## src/rtl/desa_pkg.sv

```systemverilog
// Shared constants for the comma-aligned deserializer.
// Assumes: characters are 10 bits and the comma prefix is 7 bits long.
package desa_pkg;
    localparam int unsigned CHAR_BITS = 10;
    localparam int unsigned MARK_BITS = 7;
    localparam logic [MARK_BITS-1:0] MARK_PATTERN = 7'b0011111;
endpackage

```

## src/rtl/desa_window.sv

```systemverilog
// Sliding character window and comma matcher.
// Holds the last CHAR_W-1 bits and appends the current bit, so the window
// is the character that would end at this clock. The oldest bit is the MSB.
// Assumes: one serial bit per clock and no gaps in the stream.
module desa_window
    import desa_pkg::*;
#(
    parameter int unsigned CHAR_W   = CHAR_BITS,
    parameter int unsigned MARK_W   = MARK_BITS,
    parameter logic [MARK_W-1:0] MARK_PAT = MARK_PATTERN
) (
    input  logic              clk,
    input  logic              rst_n,
    input  logic              bit_in,
    output logic [CHAR_W-1:0] cand,
    output logic              mark_hit
);
    logic [CHAR_W-2:0] hist;

    // The window is the history bits followed by the bit arriving now.
    assign cand = {hist, bit_in};

    // The comma prefix sits in the oldest bits; the newest bits are don't-care.
    assign mark_hit = (cand[CHAR_W-1 -: MARK_W] == MARK_PAT);

    // Shift history: drop the oldest bit each clock.
    always_ff @(posedge clk) begin
        if (!rst_n) hist <= '0;
        else        hist <= cand[CHAR_W-2:0];
    end
endmodule

```

## src/rtl/desa_framer.sv

```systemverilog
// Ordered-set position counter, realignment and sync tracking.
// One ordered set is two characters. A comma should finish at the last
// position of the set. A comma finishing anywhere else restarts the count,
// and that cycle loads nothing. Loads depend on the clock level, so a load
// always means a real edge: a fall at mid-set needs the clock high, and a
// rise at set end needs it low. A load whose level does not match is skipped,
// which lengthens the phase.
// Assumes: commas never come in adjacent characters.
module desa_framer
    import desa_pkg::*;
#(
    parameter int unsigned CHAR_W = CHAR_BITS
) (
    input  logic clk,
    input  logic rst_n,
    input  logic mark_hit,
    input  logic sig_ok,
    input  logic clk_level,
    output logic load,
    output logic in_sync
);
    localparam int unsigned FRAME = 2 * CHAR_W;
    localparam int unsigned CW    = $clog2(FRAME);
    localparam logic [CW-1:0] POS_LAST = CW'(FRAME - 1);
    localparam logic [CW-1:0] POS_MID  = CW'(CHAR_W - 1);

    logic [CW-1:0] pos;
    logic          at_end;
    logic          relock;

    assign at_end = (pos == POS_LAST);
    assign relock = mark_hit && !at_end;

    // Load a character only on an edge that matches the current clock level.
    assign load = !relock &&
                  (((pos == POS_MID) && clk_level) || (at_end && !clk_level));

    // Count position in the ordered set; a misplaced comma restarts it.
    always_ff @(posedge clk) begin
        if (!rst_n)           pos <= '0;
        else if (relock || at_end) pos <= '0;
        else                  pos <= pos + 1'b1;
    end

    // Sync flag: set by a well-placed comma, cleared by squelch or relock.
    always_ff @(posedge clk) begin
        if (!rst_n)                in_sync <= 1'b0;
        else if (!sig_ok)          in_sync <= 1'b0;
        else if (relock)           in_sync <= 1'b0;
        else if (mark_hit && at_end) in_sync <= 1'b1;
    end
endmodule

```

## src/rtl/desa_bclk.sv

```systemverilog
// Byte clock pair. Both clocks toggle on each character load, with the even
// clock driven from its own flop as the complement. A run counter tracks
// how long the current phase has lasted, so the minimum phase length can
// be checked here.
// Assumes: loads come from desa_framer, which never places two within a character.
module desa_bclk
    import desa_pkg::*;
#(
    parameter int unsigned CHAR_W = CHAR_BITS
) (
    input  logic clk,
    input  logic rst_n,
    input  logic load,
    output logic odd_q,
    output logic even_q
);
    localparam int unsigned RUN_MAX = 4 * CHAR_W;
    localparam int unsigned RW      = $clog2(RUN_MAX + 1);

    logic [RW-1:0] run;

    // Toggle the pair on each load; reset leaves the odd clock low.
    always_ff @(posedge clk) begin
        if (!rst_n) begin
            odd_q  <= 1'b0;
            even_q <= 1'b1;
        end else if (load) begin
            odd_q  <= ~odd_q;
            even_q <= odd_q;
        end
    end

    // Count the bit clocks spent in the current phase, saturating at the limit.
    always_ff @(posedge clk) begin
        if (!rst_n)                 run <= '0;
        else if (load)              run <= '0;
        else if (run != RW'(RUN_MAX)) run <= run + 1'b1;
    end

    AST_MIN_PHASE: assert property (@(posedge clk) disable iff (!rst_n)
        load |-> (run >= RW'(CHAR_W - 1)));
    AST_CLK_COMPLEMENT: assert property (@(posedge clk) disable iff (!rst_n)
        odd_q != even_q);
endmodule

```

## src/rtl/desa_deser.sv

```systemverilog
// Top level: window, framer, byte clocks and the output register.
// The character register is written only on load strobes. The squelch
// forcing comes after the register, so it acts in the same cycle and the
// stored character survives a short loss of signal.
// Assumes: sig_ok is already synchronous to clk.
module desa_deser
    import desa_pkg::*;
#(
    parameter int unsigned CHAR_W = CHAR_BITS
) (
    input  logic              clk,
    input  logic              rst_n,
    input  logic              ser_in,
    input  logic              sig_ok,
    output logic [CHAR_W-1:0] rx_word,
    output logic              bclk_odd,
    output logic              bclk_even,
    output logic              sync
);
    logic [CHAR_W-1:0] cand;
    logic [CHAR_W-1:0] word_q;
    logic              mark_hit;
    logic              load;

    desa_window #(.CHAR_W(CHAR_W)) u_window (
        .clk      (clk),
        .rst_n    (rst_n),
        .bit_in   (ser_in),
        .cand     (cand),
        .mark_hit (mark_hit)
    );

    desa_framer #(.CHAR_W(CHAR_W)) u_framer (
        .clk       (clk),
        .rst_n     (rst_n),
        .mark_hit  (mark_hit),
        .sig_ok    (sig_ok),
        .clk_level (bclk_odd),
        .load      (load),
        .in_sync   (sync)
    );

    desa_bclk #(.CHAR_W(CHAR_W)) u_bclk (
        .clk    (clk),
        .rst_n  (rst_n),
        .load   (load),
        .odd_q  (bclk_odd),
        .even_q (bclk_even)
    );

    // Capture the finished character on each load; reset reads all ones.
    always_ff @(posedge clk) begin
        if (!rst_n)    word_q <= '1;
        else if (load) word_q <= cand;
    end

    // Squelch each output bit high while the line signal is invalid.
    for (genvar i = 0; i < CHAR_W; i++) begin : g_squelch
        assign rx_word[i] = word_q[i] | ~sig_ok;
    end

    AST_SYNC_ON_RISE: assert property (@(posedge clk) disable iff (!rst_n)
        $rose(sync) |-> $rose(bclk_odd));
    AST_SQUELCH_DROPS_SYNC: assert property (@(posedge clk) disable iff (!rst_n)
        !sig_ok |=> !sync);
endmodule

```

## config.mk

```make
export PLATFORM = sky130hd
export DESIGN_NAME = desa_deser
export DESIGN_NICKNAME = d
export VERILOG_FILES = /design/src/rtl/desa_pkg.sv /design/src/rtl/desa_window.sv /design/src/rtl/desa_framer.sv /design/src/rtl/desa_bclk.sv /design/src/rtl/desa_deser.sv
export SDC_FILE = /design/constraint.sdc
export NUM_CORES = 1
export LEC_CHECK = 0
export ABC_CLOCK_PERIOD_IN_PS = 2000
export BUFFER_PORTS_ARGS = -buffer_cell sky130_fd_sc_hd__buf_2
export CORE_MARGIN = 4
export CORE_UTILIZATION = 50
export DETAILED_ROUTE_END_ITERATION = 10
export PLACE_DENSITY = 0.75
export SLEW_MARGIN = 25
export SYNTH_ARGS = -nofsm -noshare
export SYNTH_HDL_FRONTEND = slang
export SYNTH_SLANG_ARGS = --single-unit
```

## constraint.sdc

```tcl
create_clock -name clk -period 2 [get_ports clk]
set_input_delay 0.4 -clock clk [delete_from_list [all_inputs] [get_ports clk]]
set_output_delay 0.4 -clock clk [all_outputs]
set_load 0.02 [all_outputs]
```

==> results_dict.tcl <==
set metrics [dict create \
    yosysWarnings 0 \
    power_frac_comb_pct 4.2 \
    core_mm2 0.00200 \
    hpwl_um 1370 \
    syn2layout_area_growth_pct 12.8 \
    criticalPathCategory "flip-flop to flip-flop" \
    synth_flop_cell "dfxtp_1" \
    post-cts-setup-buffers 0 \
    slowest_stage "dfxtp_1" \
    drc_errors 0 \
    cts.sinks 27 \
    synth_cells 108 \
    period_share_pct 84.8 \
    relSlewSlack_pct 73.3 \
    slowest_delay_ns 0.41 \
    first_iter_violations 9 \
    vdd_drop_max_mv 0.474 \
    drive_gt1_share_pct 23.6 \
    crit_path_start "u_framer.pos[0]$_SDFF_PP0_" \
    netlist_top_cells_area "dfxtp_1, nor2_1, mux2i_1, nand2b_1, and2_1" \
    hold_class "primary input to flip-flop" \
    max_cap_viol_count 0 \
    insertion_delay_ns 0.32 \
    die_height_um 54.2 \
    htree_num_levels 1 \
    avgSynthCellArea_um2 9.89 \
    crit_arrival_ns 1.93 \
    grt_max_degree 18 \
    worstPathCellList "ha_1 -> nand4bb_1 -> a21oi_1 -> o21ai_2 -> buf_4 -> o21ba_2" \
    grt_pass1_wl_um 3160 \
    dp_slack_ns 0.322 \
    hold_viol 0 \
    yosysMostFrequentCell "dfxtp_1" \
    synth_largest_area_cell "dfxtp_1" \
    regToRegStartpoint "u_framer.pos[0]$_SDFF_PP0_" \
    root_buffer "clkbuf_4" \
    track_usage_pct 14.9 \
    ys_ff_latch 27 \
    final_area_mm2 0.00120 \
    start_util_pct 53.4 \
    status "finished clean" \
    worstMarginPinSlew_ns 0.397 \
    placed_area_mm2 0.00118 \
    first_global_vias 733 \
    hold_slack_ns 0.286 \
    min_period_ns 1.70 \
    fillers 178 \
    dp.cells 150 \
    power_switching_mw 0.184 \
    endpoint_kind "flip-flop" \
    ctsHoldBuffers 0 \
    power_frac_seq_pct 67.6 \
    clkPwrFrac_pct 28.1 \
    clkTransAtPathRegs_ns 0.15 \
    design.die.area_mm2 0.00294 \
    port_buffers 16 \
    die_w_um 54.2 \
    cts_buffers 3 \
    cp_max_fo 6 \
    synth_seq_area_share_pct 50.6 \
    fin_skew_ns 0.0100 \
    synth_area_mm2 0.00107 \
    synth_cell_type_count 30 \
    intPower_mw 0.635 \
    overflow 0 \
    max_freq_mhz 590 \
    total_power_mw 0.819 \
    cp-start-kind "flip-flop" \
    async_flop_share_pct 0 \
    cts_resized 0 \
    p_sw_share_pct 22.5 \
    setup_ws_ns 0.305 \
    stdcell_count 154 \
    p_leak_nw 0.493 \
    setup-tns-final_ns 0 \
    wirelength_um 1850 \
    vias 804 \
    ant_nets 0 \
    pwr_density_cell_mw_per_mm2 680 \
    place_congestion 0.760 \
    setup_viol 0 \
    min_from "ser_in" \
    final_max_slew_viol_count 0 \
    insertedDiodeCount 0 \
    final_nets 134 \
    wl_per_cell_um 12.0 \
    crit_required_ns 2.24 \
    rsz0062_at_grt "no" \
    cts_max_path_buffers 2 \
    cts_tree "built" \
    synthesis.nets 114 \
    num_io_pins 17 \
    synth.top_cell.area_share_pct 50.6 \
    drt_first_pass_iters 4 \
    synth_edf_count 0 \
    synth_common_cells "dfxtp_1, nor2_1, nand2b_1" \
    antenna_found_initial 0 \
    viasPerCell 5.22 \
    utilization_pct 60.2 \
    rows 16 \
]
layout make-up:
cell class / count / area [um2] / share of cell area (%)
sequential: 27 / 541 / 44.9
tap: 27 / 33.8 / 2.80
multi-input combinational: 74 / 489 / 40.6
inverter: 3 / 11.3 / 0.935
clock buffer: 3 / 22.5 / 1.87
timing repair buffer: 19 / 103 / 8.51
clock inverter: 1 / 5.00 / 0.415
per-layer routing:
| layer | track usage, % | vias up | part of all wire (%) |
|---|---|---|---|
| met2 | 24.3 | 23 | 46 |
| li1 | - | 403 | - |
| met5 | 0 | - | 0 |
| met3 | 2.45 | 4 | 6.1 |
| met1 | 18.4 | 374 | 46 |
| met4 | 8.71 | 0 | 2.1 |
cells by family after synthesis:
kind of cell	Yosys count	share of synthesized area [%]
adders and majority gates	2	2.34
xor gates and xnor gates	3	2.46
muxes	7	6.56
and+or+nand+nor	53	27.4
buffers and inverters	7	3.63
AOI/OAI and AO/OA	9	7.02
DFF	27	50.6
sequential cells by signal, summed over array words and instances, names as in the netlist:
| register | count |
|---|---|
| word_q | 10 |
| u_window.hist | 9 |
| u_framer.pos | 5 |
| u_bclk.even_q | 1 |
| u_bclk.odd_q | 1 |
| u_framer.in_sync | 1 |
critical path, delay by kind of cell (launching register included):
family                     cells  cell delay (ns)
and+or+nand+nor                1             0.11
DFF                            1             0.41
AOI/OAI and AO/OA              3             0.68
buffers and inverters          1             0.18
adders and majority gates      1             0.24
power groups by stage:
stage	Sequential, mW	Combinational (mW)	Clock, mW
2_1_floorplan	0.564	0.0251	0
3_3_place_gp	0.565	0.0343	0
3_5_place_dp	0.566	0.0352	0
4_1_cts	0.554	0.0355	0.238
5_1_grt	0.555	0.0408	0.256
6_report	0.554	0.0347	0.231
layout by cell type (no fill, tap or decap), types with 3 or more instances in the layout:
cell | Yosys | final
buf_2 | 0 | 16
and2_1 | 8 | 8
nand3_1 | 3 | 3
buf_4 | 0 | 3
dfxtp_1 | 27 | 27
mux2i_1 | 7 | 7
nand2b_1 | 10 | 10
clkbuf_4 | 0 | 3
nor2_1 | 21 | 21
worst paths after layout:
path / to / slack (ns) / depth (start not counted)
max: u_bclk.odd_q$_SDFFE_PN0P_ / 0.30 / 6
min: u_window.hist[0]$_SDFF_PN0_ / 0.29 / 2
max reg2reg: u_bclk.odd_q$_SDFFE_PN0P_ / 0.30 / 6
min reg2reg: u_window.hist[2]$_SDFF_PN0_ / 0.48 / 1
Power figures use the tool's default switching activity.
